--- config.mk ---
export PLATFORM = sky130hd
export DESIGN_NAME = cwm_mult
export DESIGN_NICKNAME = d
export VERILOG_FILES = /design/src/rtl/cwm_pkg.sv /design/src/rtl/cwm_cell2.sv /design/src/rtl/cwm_combine.sv /design/src/rtl/cwm_node.sv /design/src/rtl/cwm_mult.sv
export SDC_FILE = /design/constraint.sdc
export NUM_CORES = 2
export LEC_CHECK = 0
export BUFFER_PORTS_ARGS = -buffer_cell sky130_fd_sc_hd__buf_2
export CORE_MARGIN = 5
export CORE_UTILIZATION = 50
export DETAILED_ROUTE_END_ITERATION = 12
export PLACE_DENSITY = 0.66
export SLEW_MARGIN = 30
export SYNTH_ARGS = -nofsm -noshare
export SYNTH_HDL_FRONTEND = slang
export SYNTH_SLANG_ARGS = --single-unit
export TNS_END_PERCENT = 5
--- constraint.sdc ---
create_clock -name vclk -period 17.38
set_clock_uncertainty 0.1 [all_clocks]
set_input_delay 2.607 -clock vclk [all_inputs]
set_output_delay 2.607 -clock vclk [all_outputs]
set_load 0.005 [all_outputs]
--- src/rtl/cwm_pkg.sv ---
package cwm_pkg;

  // One column of the crosswise rule: two bit products plus an incoming
  // carry. Returns {carry_out, digit}.
  function automatic logic [1:0] col_resolve(input logic x, input logic y,
                                             input logic cin);
    logic [1:0] s;
    s = {1'b0, x} + {1'b0, y} + {1'b0, cin};
    return s;
  endfunction

  // True when w is a supported power of two.
  function automatic bit width_ok(input int w);
    return (w == 2) || (w == 4) || (w == 8) || (w == 16) || (w == 32);
  endfunction

endpackage

--- src/rtl/cwm_cell2.sv ---
module cwm_cell2
  import cwm_pkg::*;
(
  input  logic [1:0] a,
  input  logic [1:0] b,
  output logic [3:0] p
);
  logic       bp00, bp10, bp01, bp11;
  logic [1:0] mid_col;
  logic [1:0] top_col;
  logic       mid_carry;

  always_comb begin
    bp00 = a[0] & b[0];
    bp10 = a[1] & b[0];
    bp01 = a[0] & b[1];
    bp11 = a[1] & b[1];
    mid_col   = col_resolve(bp10, bp01, 1'b0);
    mid_carry = mid_col[1];
    top_col   = col_resolve(bp11, mid_carry, 1'b0);
    p = {top_col, mid_col[0], bp00};
  end

  always_comb begin
    // the top bit is reachable only from 3 x 3
    p_top_bit_r2: assert (!p[3] || (a == 2'b11 && b == 2'b11))
      else $error("cell top bit set for a=%0d b=%0d", a, b);
    // a zero operand leaves every cell output low
    p_zero_cell_r3: assert (!(a == 2'b00 || b == 2'b00) || p == 4'b0000)
      else $error("cell nonzero with zero operand");
  end
endmodule

--- src/rtl/cwm_combine.sv ---
module cwm_combine #(
  parameter int N = 2
) (
  input  logic [2*N-1:0] ll,
  input  logic [2*N-1:0] hl,
  input  logic [2*N-1:0] lh,
  input  logic [2*N-1:0] hh,
  output logic [4*N-1:0] res
);
  localparam int CW = 2*N + 1;

  logic [CW-1:0]  cross_sum;
  logic [4*N-1:0] outer;
  logic [4*N-1:0] cross_placed;

  always_comb begin
    cross_sum    = {1'b0, hl} + {1'b0, lh};
    outer        = {hh, ll};
    cross_placed = '0;
    cross_placed[N +: CW] = cross_sum;
    res = outer + cross_placed;
  end

  always_comb begin
    // with no cross or high terms, the low sub-product passes alone
    p_low_only_r8: assert (!(hh == '0 && hl == '0 && lh == '0) ||
                           res == {{(2*N){1'b0}}, ll})
      else $error("combine altered a lone low term");
  end
endmodule

--- src/rtl/cwm_node.sv ---
module cwm_node #(
  parameter int W = 32
) (
  input  logic [W-1:0]   a,
  input  logic [W-1:0]   b,
  output logic [2*W-1:0] p
);
  localparam int H = W / 2;

  generate
    if (W == 2) begin : g_leaf
      cwm_cell2 u_cell (.a(a), .b(b), .p(p));
    end else begin : g_split
      logic [2*H-1:0] q_ll, q_hl, q_lh, q_hh;

      cwm_node #(.W(H)) u_ll (.a(a[H-1:0]), .b(b[H-1:0]), .p(q_ll));
      cwm_node #(.W(H)) u_hl (.a(a[W-1:H]), .b(b[H-1:0]), .p(q_hl));
      cwm_node #(.W(H)) u_lh (.a(a[H-1:0]), .b(b[W-1:H]), .p(q_lh));
      cwm_node #(.W(H)) u_hh (.a(a[W-1:H]), .b(b[W-1:H]), .p(q_hh));

      cwm_combine #(.N(H)) u_comb (
        .ll (q_ll),
        .hl (q_hl),
        .lh (q_lh),
        .hh (q_hh),
        .res(p)
      );
    end
  endgenerate
endmodule

--- src/rtl/cwm_mult.sv ---
module cwm_mult
  import cwm_pkg::*;
#(
  parameter int WIDTH = 32
) (
  input  logic [WIDTH-1:0]   op_a,
  input  logic [WIDTH-1:0]   op_b,
  output logic [2*WIDTH-1:0] product
);
  localparam int PW = 2 * WIDTH;

  generate
    if (!width_ok(WIDTH)) begin : g_bad_width
      $error("cwm_mult: WIDTH must be 2, 4, 8, 16 or 32");
    end
  endgenerate

  logic [PW-1:0] tree_out;

  cwm_node #(.W(WIDTH)) u_tree (.a(op_a), .b(op_b), .p(tree_out));

  assign product = tree_out;

  always_comb begin
    // a zero operand yields a zero product
    p_zero_r3: assert (!(op_a == '0 || op_b == '0) || product == '0)
      else $error("nonzero product with zero operand");
    // multiplying by one returns the other operand unchanged
    p_unit_r6: assert (!(op_a == {{(WIDTH-1){1'b0}}, 1'b1}) ||
                       product == {{WIDTH{1'b0}}, op_b})
      else $error("unit multiplier altered operand");
  end
endmodule

==> run summary <==
Via density -> 5.54
First-pass GRT wire length -> 217 mm
Top-area cell type share of the netlist area -> 37.9%
Slew of the pin with the lowest slew margin -> 0.846 ns
Max-Cap Viols -> 0
Detailed Routing Iterations Pass 1 -> 5
Hold buffer count at CTS -> 0
Crit path DAT -> 13.21 ns
Max Fclk -> 62.8 MHz
Seq_cells -> 0
Die X -> 331 um
Cells after synthesis -> 6,335
DRT iter0 DRCs -> 2,108
Effective utilization at floorplan -> 50.4%
CP required -> 14.67 ns
Post-cts resize count -> 0
Vias in the first global route -> 42.5k
Layout area overhead -> 3.90%
Hold WC Path Type -> in -> out
Overflow after GRT -> 0
DRC Markers -> 0
Setup TNS -> 0 ns
CP Max Fanout -> 32
Critical path type -> in -> out
Worst rel slew slack -> 42.9%
DIE AREA -> 109,000 um2
Post-layout min period -> 15.91 ns
Netlist cell types -> 76
Slew Viols, Final -> 0
Via count -> 42.6k
Unrepaired setup endpoints after global routing -> false
Share of post-route cells with drive strength above 1 -> 3.40%
Clkbuf count -> 0
Initial antenna violation count -> 16
RePlAce Congestion -> 0.914
Synthesized area per cell -> 8.12 um2
Routed Wire Length -> 134 mm
Final hold violation count -> 0
WHS -> 5.62 ns
Critical path's slowest cell -> o41ai_2
WL/cell -> 17.4 um
Critical Path End Type -> primary output
Core Rows -> 117
Syn nets -> 8,126
Critical Path Most Common Cell -> ha_1
Final setup fails -> 0
Register area share after synthesis -> 0%
Filler cells -> 9,816
Largest net degree at the start of global routing -> 33
Synth warn -> 0
Sequential Area -> 0 um2
Fin crit share -> 91.6%
Worst stage delay on the critical path -> 0.66 ns
# nets final -> 8,108
Startpoint type of the worst setup path -> primary input
Post-synth top area cell -> ha_1
Outcome -> completed
Port Buf Inserts -> 128
Final Core Density -> 52.4%
Leading post-synthesis cells by cell area -> ha_1 (38%), and2_1 (13%), xnor2_1 (12%), fa_1 (6.6%), a21o_1 (5.8%)
IO Pins -> 128
Post-route ant nets -> 0
GRT Total Usage -> 24.1%
Die H -> 331 um
Setup bufs post-CTS -> 0
Cell Area, Synth -> 51,400 um2
Post-DP HPWL -> 112 mm
Core area -> 102,000 um2
==> cells in the final DEF, fill, tap and decap left out, drive strengths merged, types with 42 or more instances in the layout <==
| cell type | synthesis | final |
|---|---|---|
| nor3 | 42 | 42 |
| a21oi | 578 | 578 |
| a21o | 400 | 400 |
| nand3 | 45 | 45 |
| and2 | 1032 | 1032 |
| buf | 1 | 181 |
| fa | 170 | 170 |
| nand2 | 91 | 91 |
| nor2b | 51 | 51 |
| o21ai | 114 | 114 |
| inv | 576 | 576 |
| o21bai | 204 | 204 |
| xor2 | 167 | 167 |
| nor2 | 174 | 174 |
| xnor2 | 678 | 678 |
| nand2b | 48 | 48 |
| ha | 1557 | 1557 |
==> layer usage <==
metal	wire [um]	GRT usage, %	vias to the layer above
met4	3110	4.41	2
met5	13	0	-
met1	63800	32.6	20089
met2	62600	43.2	645
met3	4520	0.742	148
li1	-	-	21694
==> logic make-up (layout without fill, tap and decap cells) <==
group                    Yosys count  in the layout  synth area share [%]
XOR/XNOR                         845            845                  14.4
other                              0              6                     0
buffers and inverters            777            757                  5.68
AO/OA/AOI/OAI                   1432           1432                  17.8
adder cells (fa/ha/maj)         1727           1727                  44.5
multiplexers                       1              1                0.0195
AND/OR/NAND/NOR                 1553           1553                  17.6
==> cells in the mapped netlist (8+ instances only) <==
| master | instances |
|---|---|
| a31oi_1 | 16 |
| a211oi_1 | 14 |
| nor2b_1 | 51 |
| ha_1 | 1557 |
| nor2_1 | 173 |
| nand2_1 | 91 |
| nand3_1 | 45 |
| a21o_1 | 400 |
| nand3b_1 | 8 |
| a21oi_1 | 577 |
| or3_1 | 10 |
| o21bai_1 | 204 |
| and2_1 | 1032 |
| nand4_1 | 15 |
| fa_1 | 170 |
| inv_1 | 576 |
| xnor2_1 | 677 |
| nor3_1 | 42 |
| clkbuf_1 | 200 |
| o31ai_1 | 12 |
| and3_1 | 11 |
| o211ai_1 | 9 |
| o21a_1 | 23 |
| xor2_1 | 167 |
| nand2b_1 | 47 |
| o21ai_1 | 11 |
| o21ai_0 | 101 |
==> path summary, 6_finish.rpt <==
| path | cells after the start | endpoint | from | slack [ns] |
|---|---|---|---|---|
| min | 3 | product[0] | op_a[0] | 5.62 |
| max | 44 | product[57] | op_b[17] | 1.47 |
==> worst max-delay path: cells and delay by family <==
| family | cells | cell delay (ns) |
|---|---|---|
| XOR/XNOR | 5 | 1.01 |
| AO/OA/AOI/OAI | 21 | 4.68 |
| adder cells (fa/ha/maj) | 8 | 2.84 |
| AND/OR/NAND/NOR | 8 | 1.27 |
| buffers and inverters | 2 | 0.74 |
==> metrics by stage <==
stage	setup WS, ns	cell area (um2)	cells
final	1.47	53400	7689
after global routing	0.616	53400	7683
after CTS	1.57	53400	7683
after detailed placement	1.60	53400	7683
after global placement	1.67	53400	7683
after floorplan	3.21	51400	6335
==> layout make-up <==
cell class	instances	area, um2	area share, %
Multi-Input combinational cell	5558	48500	90.8
Inverter	576	2160	4.05
Tap cell	1368	1710	3.20
Timing Repair Buffer	181	1040	1.94
Antenna cell	6	15.0	0.0281
